`config.mk`:
```
export PLATFORM = sky130hd
export DESIGN_NAME = sar_ctrl
export DESIGN_NICKNAME = d
export VERILOG_FILES = /design/src/rtl/sar_pkg.sv /design/src/rtl/sar_seq.sv /design/src/rtl/sar_trial.sv /design/src/rtl/sar_result.sv /design/src/rtl/sar_ctrl.sv
export SDC_FILE = /design/constraint.sdc
export NUM_CORES = 1
export LEC_CHECK = 0
export BUFFER_PORTS_ARGS = -buffer_cell sky130_fd_sc_hd__buf_4
export CAP_MARGIN = 10
export CELL_PAD_IN_SITES_DETAIL_PLACEMENT = 1
export CELL_PAD_IN_SITES_GLOBAL_PLACEMENT = 1
export CORE_MARGIN = 2
export CORE_UTILIZATION = 42
export DETAILED_ROUTE_END_ITERATION = 8
export PLACE_DENSITY_LB_ADDON = 0.1
export SLEW_MARGIN = 20
export SYNTH_ARGS = -nofsm -noshare
export SYNTH_HDL_FRONTEND = slang
export SYNTH_SLANG_ARGS = --single-unit
```
`constraint.sdc`:
```
create_clock -name clk_i -period 1.4 [get_ports clk_i]
set_input_delay 0.14 -clock clk_i [delete_from_list [all_inputs] [get_ports clk_i]]
set_output_delay 0.14 -clock clk_i [all_outputs]
set_load 0.01 [all_outputs]
```
`src/rtl/sar_pkg.sv`:
```
package sar_pkg;
  typedef enum logic {
    S_IDLE = 1'b0,
    S_CONV = 1'b1
  } sar_state_e;
endpackage

```
`src/rtl/sar_seq.sv`:
```
module sar_seq #(
  parameter int N = 8
) (
  input  logic         clk_i,
  input  logic         rst_ni,
  input  logic         start_i,
  output logic         busy_o,
  output logic         accept_o,
  output logic         last_o,
  output logic [N-1:0] mask_o
);
  import sar_pkg::*;

  localparam logic [N-1:0] MSB_MASK = {1'b1, {(N-1){1'b0}}};

  sar_state_e   state_q, state_d;
  logic [N-1:0] mask_q, mask_d;

  assign accept_o = (state_q == S_IDLE) && start_i;
  assign last_o   = (state_q == S_CONV) && mask_q[0];
  assign busy_o   = (state_q == S_CONV);
  assign mask_o   = mask_q;

  always_comb begin
    state_d = state_q;
    mask_d  = mask_q;
    unique case (state_q)
      S_IDLE: if (start_i) begin
        state_d = S_CONV;
        mask_d  = MSB_MASK;
      end
      S_CONV: begin
        mask_d = mask_q >> 1;
        if (mask_q[0]) state_d = S_IDLE;
      end
      default: state_d = S_IDLE;
    endcase
  end

  always_ff @(posedge clk_i or negedge rst_ni) begin
    if (!rst_ni) begin
      state_q <= S_IDLE;
      mask_q  <= '0;
    end else begin
      state_q <= state_d;
      mask_q  <= mask_d;
    end
  end

  // exactly one bit under test while converting
  p_mask_onehot_r4: assert property (@(posedge clk_i) disable iff (!rst_ni)
    busy_o |-> $onehot(mask_o));

  // a running conversion only walks down, never restarts
  p_no_restart_r7: assert property (@(posedge clk_i) disable iff (!rst_ni)
    (busy_o && !mask_o[0]) |=> (busy_o && mask_o == ($past(mask_o) >> 1)));
endmodule

```
`src/rtl/sar_trial.sv`:
```
module sar_trial #(
  parameter int N = 8
) (
  input  logic         clk_i,
  input  logic         rst_ni,
  input  logic         accept_i,
  input  logic         busy_i,
  input  logic         cmp_gt_i,
  input  logic [N-1:0] mask_i,
  output logic [N-1:0] code_o,
  output logic [N-1:0] decided_o
);
  localparam logic [N-1:0] MSB_MASK = {1'b1, {(N-1){1'b0}}};

  logic [N-1:0] code_q;

  // bit under test resolved by the comparator, other bits untouched
  assign decided_o = (code_q & ~mask_i) | (cmp_gt_i ? mask_i : '0);
  assign code_o    = code_q;

  always_ff @(posedge clk_i or negedge rst_ni) begin
    if (!rst_ni)       code_q <= '0;
    else if (accept_i) code_q <= MSB_MASK;
    else if (busy_i)   code_q <= decided_o | (mask_i >> 1);
  end

  // kept when comparator high
  p_keep_r3: assert property (@(posedge clk_i) disable iff (!rst_ni)
    (busy_i && cmp_gt_i) |=> ((code_o & $past(mask_i)) != '0));

  // cleared when comparator low (equal counts as not larger)
  p_clear_r3: assert property (@(posedge clk_i) disable iff (!rst_ni)
    (busy_i && !cmp_gt_i) |=> ((code_o & $past(mask_i)) == '0));
endmodule

```
`src/rtl/sar_result.sv`:
```
module sar_result #(
  parameter int N = 8
) (
  input  logic         clk_i,
  input  logic         rst_ni,
  input  logic         load_i,
  input  logic [N-1:0] word_i,
  output logic [N-1:0] result_o,
  output logic         done_o
);
  always_ff @(posedge clk_i or negedge rst_ni) begin
    if (!rst_ni) begin
      result_o <= '0;
      done_o   <= 1'b0;
    end else begin
      done_o <= load_i;
      if (load_i) result_o <= word_i;
    end
  end

  // completion is a single pulse
  p_done_pulse_r6: assert property (@(posedge clk_i) disable iff (!rst_ni)
    done_o |=> !done_o);

  // output word moves only with completion
  p_hold_r8: assert property (@(posedge clk_i) disable iff (!rst_ni)
    !done_o |-> $stable(result_o));
endmodule

```
`src/rtl/sar_ctrl.sv`:
```
module sar_ctrl #(
  parameter int N = 8
) (
  input  logic         clk_i,
  input  logic         rst_ni,
  input  logic         start_i,
  input  logic         cmp_gt_i,
  output logic [N-1:0] dac_code_o,
  output logic         busy_o,
  output logic         done_o,
  output logic [N-1:0] result_o
);
  localparam logic [N-1:0] MSB_MASK = {1'b1, {(N-1){1'b0}}};

  logic         accept;
  logic         last;
  logic [N-1:0] mask;
  logic [N-1:0] decided;

  sar_seq #(.N(N)) i_seq (
    .clk_i   (clk_i),
    .rst_ni  (rst_ni),
    .start_i (start_i),
    .busy_o  (busy_o),
    .accept_o(accept),
    .last_o  (last),
    .mask_o  (mask)
  );

  sar_trial #(.N(N)) i_trial (
    .clk_i    (clk_i),
    .rst_ni   (rst_ni),
    .accept_i (accept),
    .busy_i   (busy_o),
    .cmp_gt_i (cmp_gt_i),
    .mask_i   (mask),
    .code_o   (dac_code_o),
    .decided_o(decided)
  );

  sar_result #(.N(N)) i_result (
    .clk_i   (clk_i),
    .rst_ni  (rst_ni),
    .load_i  (last),
    .word_i  (decided),
    .result_o(result_o),
    .done_o  (done_o)
  );

  // first trial is half scale
  p_first_trial_r2: assert property (@(posedge clk_i) disable iff (!rst_ni)
    $rose(busy_o) |-> (dac_code_o == MSB_MASK));

  // not busy while completing
  p_idle_at_done_r6: assert property (@(posedge clk_i) disable iff (!rst_ni)
    done_o |-> !busy_o);
endmodule

```
==> results.cfg, run 1 <==
[worst_hold_path]
hp-class = input port to flop
hold_depth = 2
hold_path.startpoint = start_i
worstHoldEndpoint = i_seq.mask_o[0]

[sta]
slew_viol_final = 0
hold_viol = 0
fin_crit_ps = 1280
fmax_mhz = 780
relSlewSlack_pct = 77.5
tightest_slew_ps = 337
setup-violations-final = 0
skew_ps = 1.39
fin_ws_ps = 118
rsz0062_at_grt = no
fin_crit_sh_pct = 91.6
setup_tns_ps = 0

[die]
initial_utilization_pct = 43.0
die_h_um = 56.5
die_x_um = 56.5
rows = 19
die_area_um2 = 3190
io_pins = 22
coreArea_um2 = 2690

[clock_network]
root_buffer = clkbuf_4
cts.htree.levels = 1
clk_latency_ps = 330
clk_pin_slew_worst_paths_ps = 140
clkSinkCount = 26
cts_buffer_depth = 2
cts_made_buffers = 3
cts_tree = yes

[global_routing]
grt_max_degree = 27
grt.total_usage_pct = 18.1
grt_first_pass_wirelength_um = 4370
grt_antenna_before_repair = 0
grt_overflow_total = 0
grt_pass1_vias = 863

[route]
drt_wl_total_um = 2580
vias_per_cell = 5.56
drcViolationCount = 0
drt-pass1-iter-count = 4
drt_iter0_drc = 11
vias = 818
route.antenna.remaining_nets = 0
wl_per_cell_um = 17.6

[cells_and_area]
fin_nets = 121
area_growth_pct = 19.2
n_antenna_cell = 0
drive_gt1_share_pct = 26.7

[logic_synthesis]
postSynthCellCount = 94
ys_seq_elements = 26
syn_nets = 98
synth_cell_types = 16
netlist_area_um2 = 1160
synth-seq-area-share_pct = 56.3
syn_avg_cell_area_um2 = 12.3
ys_warn_count = 0

[worst_setup_path]
crit_arrival_ps = 1140
required_ps = 1260
rr_startpoint = i_seq.busy_o
slowest_delay_ps = 430
slowest_stage = dfrtp_1
path_class = flop to output port
r2r_slack_ps = 310
reg2reg_depth = 3
worst-path-buf-inv = 2
path_cells = buf_6 > buf_4
rr_endpoint = i_trial.code_o[4]
setup.worst_path.start_class = flop
critPathCaptureType = output port
crit_path_max_fanout = 21
crit_family = flip-flops

[placement]
port_buffers = 21
place_ws_ps = 258
gp_congestion = 0.684
hpwl_um = 1640

[outcome]
status = complete, no violations

[job]
maxCapViolCount = 0

[pwr]
p_leak_nw = 0.732
power_density_nw_per_um2 = 2220
ir_worst_vdd_v = 0.00107
cells in the final DEF, fill, tap and decap left out, drive strengths merged, types with 3 or more instances in the layout:
cell type | synthesis | routed
dfrtp | 26 | 26
buf | 8 | 25
mux2i | 15 | 15
a21oi | 15 | 15
a22o | 13 | 13
a21o | 7 | 7
clkbuf | 0 | 4
nor2 | 3 | 3
what timing repair did:
| action | 4_1_cts | 5_1_grt |
|---|---|---|
| resized for setup | 0 | 1 |
| hold endpoints to repair | 26 | 0 |
| endpoints found under the setup margin | 0 | 1 |
| setup buffers | 0 | 0 |
| hold buffers | 1 | 0 |
where the power goes:
group	switching (mW)	internal, mW	total [mW]	leakage, nW
sequential	0.242	1.05	1.29	0.317
clock	0.232	0.159	0.391	0.0210
combinational	0.625	0.752	1.38	0.394
total	1.10	1.96	3.06	0.732
routing by layer:
layer | GRT usage, % | part of all wire (%) | vias up
li1 | - | - | 382
met1 | 24.0 | 46 | 419
met2 | 29.4 | 50 | 13
met3 | 3.00 | 2.8 | 4
met4 | 7.14 | 1.1 | 0
met5 | 0 | 0 | -
layout make-up:
cell class,instances,area [µm²]
repair buffers,26,201
fillers,295,1310
clock buffers,4,36.3
flip-flops and latches,26,651
well taps,31,38.8
inverters,1,3.75
multi-input cells,59,447
cells by family (layout without fill, tap and decap cells):
family          count (synthesis)  in the layout  share of synthesized area [%]
simple gates                    7              7                           3.03
buf+inv                         9             31                           5.09
flops                          26             26                           56.3
compound gates                 36             36                           21.3
mux                            16             16                           14.3
through the flow:
stage | instance area [µm²] | utilization, % | total power, mW | hold WS [ps] | std cells
after detailed placement | 1330 | 49.4 | 2.69 | 74.1 | 142
after CTS | 1370 | 51.1 | 3.10 | 99.7 | 147
final | 1380 | 51.3 | 3.06 | 104 | 147
after global placement | 1330 | 49.4 | 2.64 | 71.5 | 142
after global routing | 1380 | 51.3 | 3.28 | 103 | 147
after floorplan | 1160 | - | 2.13 | -156 | 94
worst max path at each step:
| stage | slack [ps] | start | end | cells after the start |
|---|---|---|---|---|
| floorplan | 180 | i_seq.busy_o | i_result.result_o[0] | 4 |
| global placement | 320 | i_seq.busy_o | i_trial.code_o[0] | 3 |
| detailed placement | 260 | i_seq.busy_o | i_trial.code_o[0] | 3 |
| CTS | 20 | i_seq.busy_o | busy_o | 2 |
| global route | 50 | i_seq.busy_o | busy_o | 2 |
| finish | 120 | i_seq.busy_o | busy_o | 2 |
cell usage after synthesis (all sizes together):
library cell / instances / area share, %
nor3: 1 / 0.43
a21oi: 15 / 6.5
a21o: 7 / 4.5
nand2b: 1 / 0.54
nor2: 3 / 0.97
a22o: 13 / 9.8
dfrtp: 26 / 56
buf: 8 / 4.8
mux2i: 15 / 13
nand2: 1 / 0.32
and2: 1 / 0.76
o21ai: 1 / 0.43
inv: 1 / 0.32
mux2: 1 / 1.3
flip-flops by register name, summed over array words and instances (netlist names):
register and flops:
i_seq.busy_o 1, i_trial.code_o 8, i_seq.mask_o 8, i_result.done_o 1, i_result.result_o 8
Power figures use the tool's default switching activity.
==> run 2: changes to the inputs <==
--- a/config.mk
+++ b/config.mk
@@ -5,12 +5,13 @@
 export SDC_FILE = /design/constraint.sdc
 export NUM_CORES = 1
 export LEC_CHECK = 0
-export BUFFER_PORTS_ARGS = -buffer_cell sky130_fd_sc_hd__buf_4
+export ABC_AREA = 1
+export BUFFER_PORTS_ARGS = -buffer_cell sky130_fd_sc_hd__buf_2
 export CAP_MARGIN = 10
 export CELL_PAD_IN_SITES_DETAIL_PLACEMENT = 1
 export CELL_PAD_IN_SITES_GLOBAL_PLACEMENT = 1
 export CORE_MARGIN = 2
-export CORE_UTILIZATION = 42
+export CORE_UTILIZATION = 40
 export DETAILED_ROUTE_END_ITERATION = 8
 export PLACE_DENSITY_LB_ADDON = 0.1
 export SLEW_MARGIN = 20
==> run 2 against run 1 <==
  * First-iteration DRC count rose to 3.1 times the previous value
  * Via count rose by 14%
  * Clock skew rose by 6.3 ps
  * Routed wire length fell by 4.1%
  * Flip-flop and latch count did not move
  * Total power fell by 4.8%
  * Clock power rose by 31%
  * Count of clock-buffer cells in the layout fell by 1
  * Design area rose by 0.27%
  * Sequential share of layout area fell by 0.13 points
  * Final cell count rose by 31%
==> results.cfg, run 2 <==
[sta]
hold_viol = 0
relSlewSlack_pct = 61.1
fin_crit_ps = 1200
timing.hold.ws_ps = 110
setup-violations-final = 0
tightest_slew_ps = 584
rsz0062_at_grt = no
fin_ws_ps = 204
setup_tns_ps = 0
fmax_mhz = 836
slew_viol_final = 0
fin_crit_sh_pct = 85.4
skew_ps = 7.67

[placement]
port_buffers = 21
gp_congestion = 0.746
place_ws_ps = 338
post_dp_cell_area_um2 = 1320
hpwl_um = 1770

[pwr]
combPwrFrac_pct = 39.2
switching_share_pct = 38.6
ir_worst_vdd_v = 0.00102
power_density_nw_per_um2 = 2110
seq_power_share_pct = 43.2
p_int_mw = 1.79
p_leak_nw = 0.816
p_sw_mw = 1.12
clock_power_share_pct = 17.7

[clock_network]
clk_latency_ps = 320
cts.htree.levels = 1
cts_buffer_depth = 2
clkSinkCount = 26
post_cts_buffers = 0
root_buffer = clkbuf_4
cts_tree = yes
cts_made_buffers = 3
clk_pin_slew_worst_paths_ps = 150
post_cts_resized = 0

[global_routing]
grt_overflow_total = 0
grt_antenna_before_repair = 0
grt.total_usage_pct = 17.1
grt_first_pass_wirelength_um = 4510
grt_pass1_vias = 993
grt_max_degree = 27

[die]
die_h_um = 58.6
coreArea_um2 = 2780
die_area_um2 = 3430
rows = 19
io_pins = 22
die_x_um = 58.6
initial_utilization_pct = 42.8

[logic_synthesis]
synth.most_common_cell = nand2_1
synth_commonest_cells = 67 x nand2_1, 26 x dfrtp_1, 15 x inv_1
syn_avg_cell_area_um2 = 8.69
syn_nets = 141
synth_top_area_share_pct = 54.6
synth_top_cell_by_area = dfrtp_1
synth-async-reset-ratio_pct = 100
ys_warn_count = 0
postSynthCellCount = 137
synth-seq-area-share_pct = 54.6
synthTopCellsByArea = dfrtp_1 55%, nand2_1 21%, o21ai_2 5.1%
synth_cell_types = 17
netlist_area_um2 = 1190
synth_edf_count = 0
ys_seq_elements = 26
ys.flop_type = dfrtp_1

[worst_setup_path]
required_ps = 1260
r2r_slack_ps = 300
crit_arrival_ps = 1060
rr_endpoint = i_seq.mask_o[1]
crit_path_max_fanout = 10
path_class = flop to output port
critPathCaptureType = output port
setup.worst_path.start_class = flop
rr_startpoint = i_seq.busy_o
reg2reg_depth = 4

[route]
route.antenna.remaining_nets = 0
drt_wl_total_um = 2480
drt_iter0_drc = 34
vias_per_cell = 4.81
drcViolationCount = 0
wl_per_cell_um = 12.8
drt-pass1-iter-count = 4
vias = 929

[cells_and_area]
fin_nets = 167
seq_area_um2 = 651
final_cell_mix = 67 x nand2_1, 26 x dfrtp_1, 21 x buf_2, 15 x inv_1, 7 x o21ai_2
final_common_cell = nand2_1
area_growth_pct = 16.0
stdcell_area_um2 = 1380
nFillCells = 357
drive_gt1_share_pct = 27.8
multi_input_area_um2 = 430
n_antenna_cell = 0

[worst_hold_path]
hold_path.startpoint = start_i
hold_depth = 3
hp-class = input port to flop
worstHoldEndpoint = i_seq.mask_o[7]

[outcome]
status = complete, no violations

[job]
maxCapViolCount = 0
run 2: cell count changes after synthesis, moves of 4 or more:
cell and delta:
a21oi_1 -10, mux2i_1 -15, a21o_1 -7, o21ai_2 +7
inv_1 +14, a22o_1 -13, nand2_1 +66, buf_2 -4
run 2: routing by layer:
metal	GRT usage (%)	share of wire, %
met2	30.8	52
met1	20.7	44
met5	0	0
met4	6.82	0.93
met3	1.98	3.3
run 2: area by class of cell:
cell class | instances | area share, %
clock buffer | 3 | 1.63
clock inverter | 1 | 2.17
inverter | 19 | 5.71
sequential | 26 | 47.1
multi-input combinational | 89 | 31.2
timing repair buffer | 24 | 9.42
tap | 31 | 2.81
run 2: kinds of logic (layout without fill, tap and decap cells):
family | after synthesis | in the layout | share of synthesized area (%)
AOI/OAI and AO/OA | 13 | 13 | 7.98
and+or+nand+nor | 76 | 76 | 28.2
buffers and inverters | 22 | 47 | 9.24
DFF | 26 | 26 | 54.6
run 2: how the worst max path moves through the flow:
| stage | start | end | slack [ps] | depth (start not counted) |
|---|---|---|---|---|
| 2_1_floorplan | i_seq.busy_o | i_trial.code_o[4] | 370 | 6 |
| 3_3_place_gp | i_seq.busy_o | i_seq.mask_o[6] | 350 | 4 |
| 3_5_place_dp | i_seq.busy_o | i_seq.mask_o[5] | 340 | 4 |
| 4_1_cts | i_seq.busy_o | busy_o | 180 | 2 |
| 5_1_grt | i_seq.busy_o | busy_o | 160 | 2 |
| 6_report | i_seq.busy_o | busy_o | 200 | 2 |
run 2: worst max-delay path, cell delays in order (launching register included):
cell and delay [ps]:
dfrtp_1 410, buf_4 180, buf_2 150
run 2: power groups by stage:
stage / clock, mW / sequential (mW) / combinational, mW
2_1_floorplan: 0 / 1.37 / 0.643
3_3_place_gp: 0 / 1.27 / 1.14
3_5_place_dp: 0 / 1.28 / 1.15
4_1_cts: 0.532 / 1.26 / 1.17
5_1_grt: 0.551 / 1.30 / 1.34
6_report: 0.514 / 1.26 / 1.14
run 2: through the flow:
stage | util, % | total power, mW | cells
after global placement | 47.4 | 2.41 | 188
after detailed placement | 47.4 | 2.43 | 188
after floorplan | - | 2.01 | 137
after global routing | 49.7 | 3.20 | 193
after CTS | 49.7 | 2.97 | 193
final | 49.7 | 2.91 | 193
run 2: timing repair:
item,4_1_cts,5_1_grt
endpoints found under the hold margin,26,0
setup endpoints to repair,0,0
hold buffers,1,0
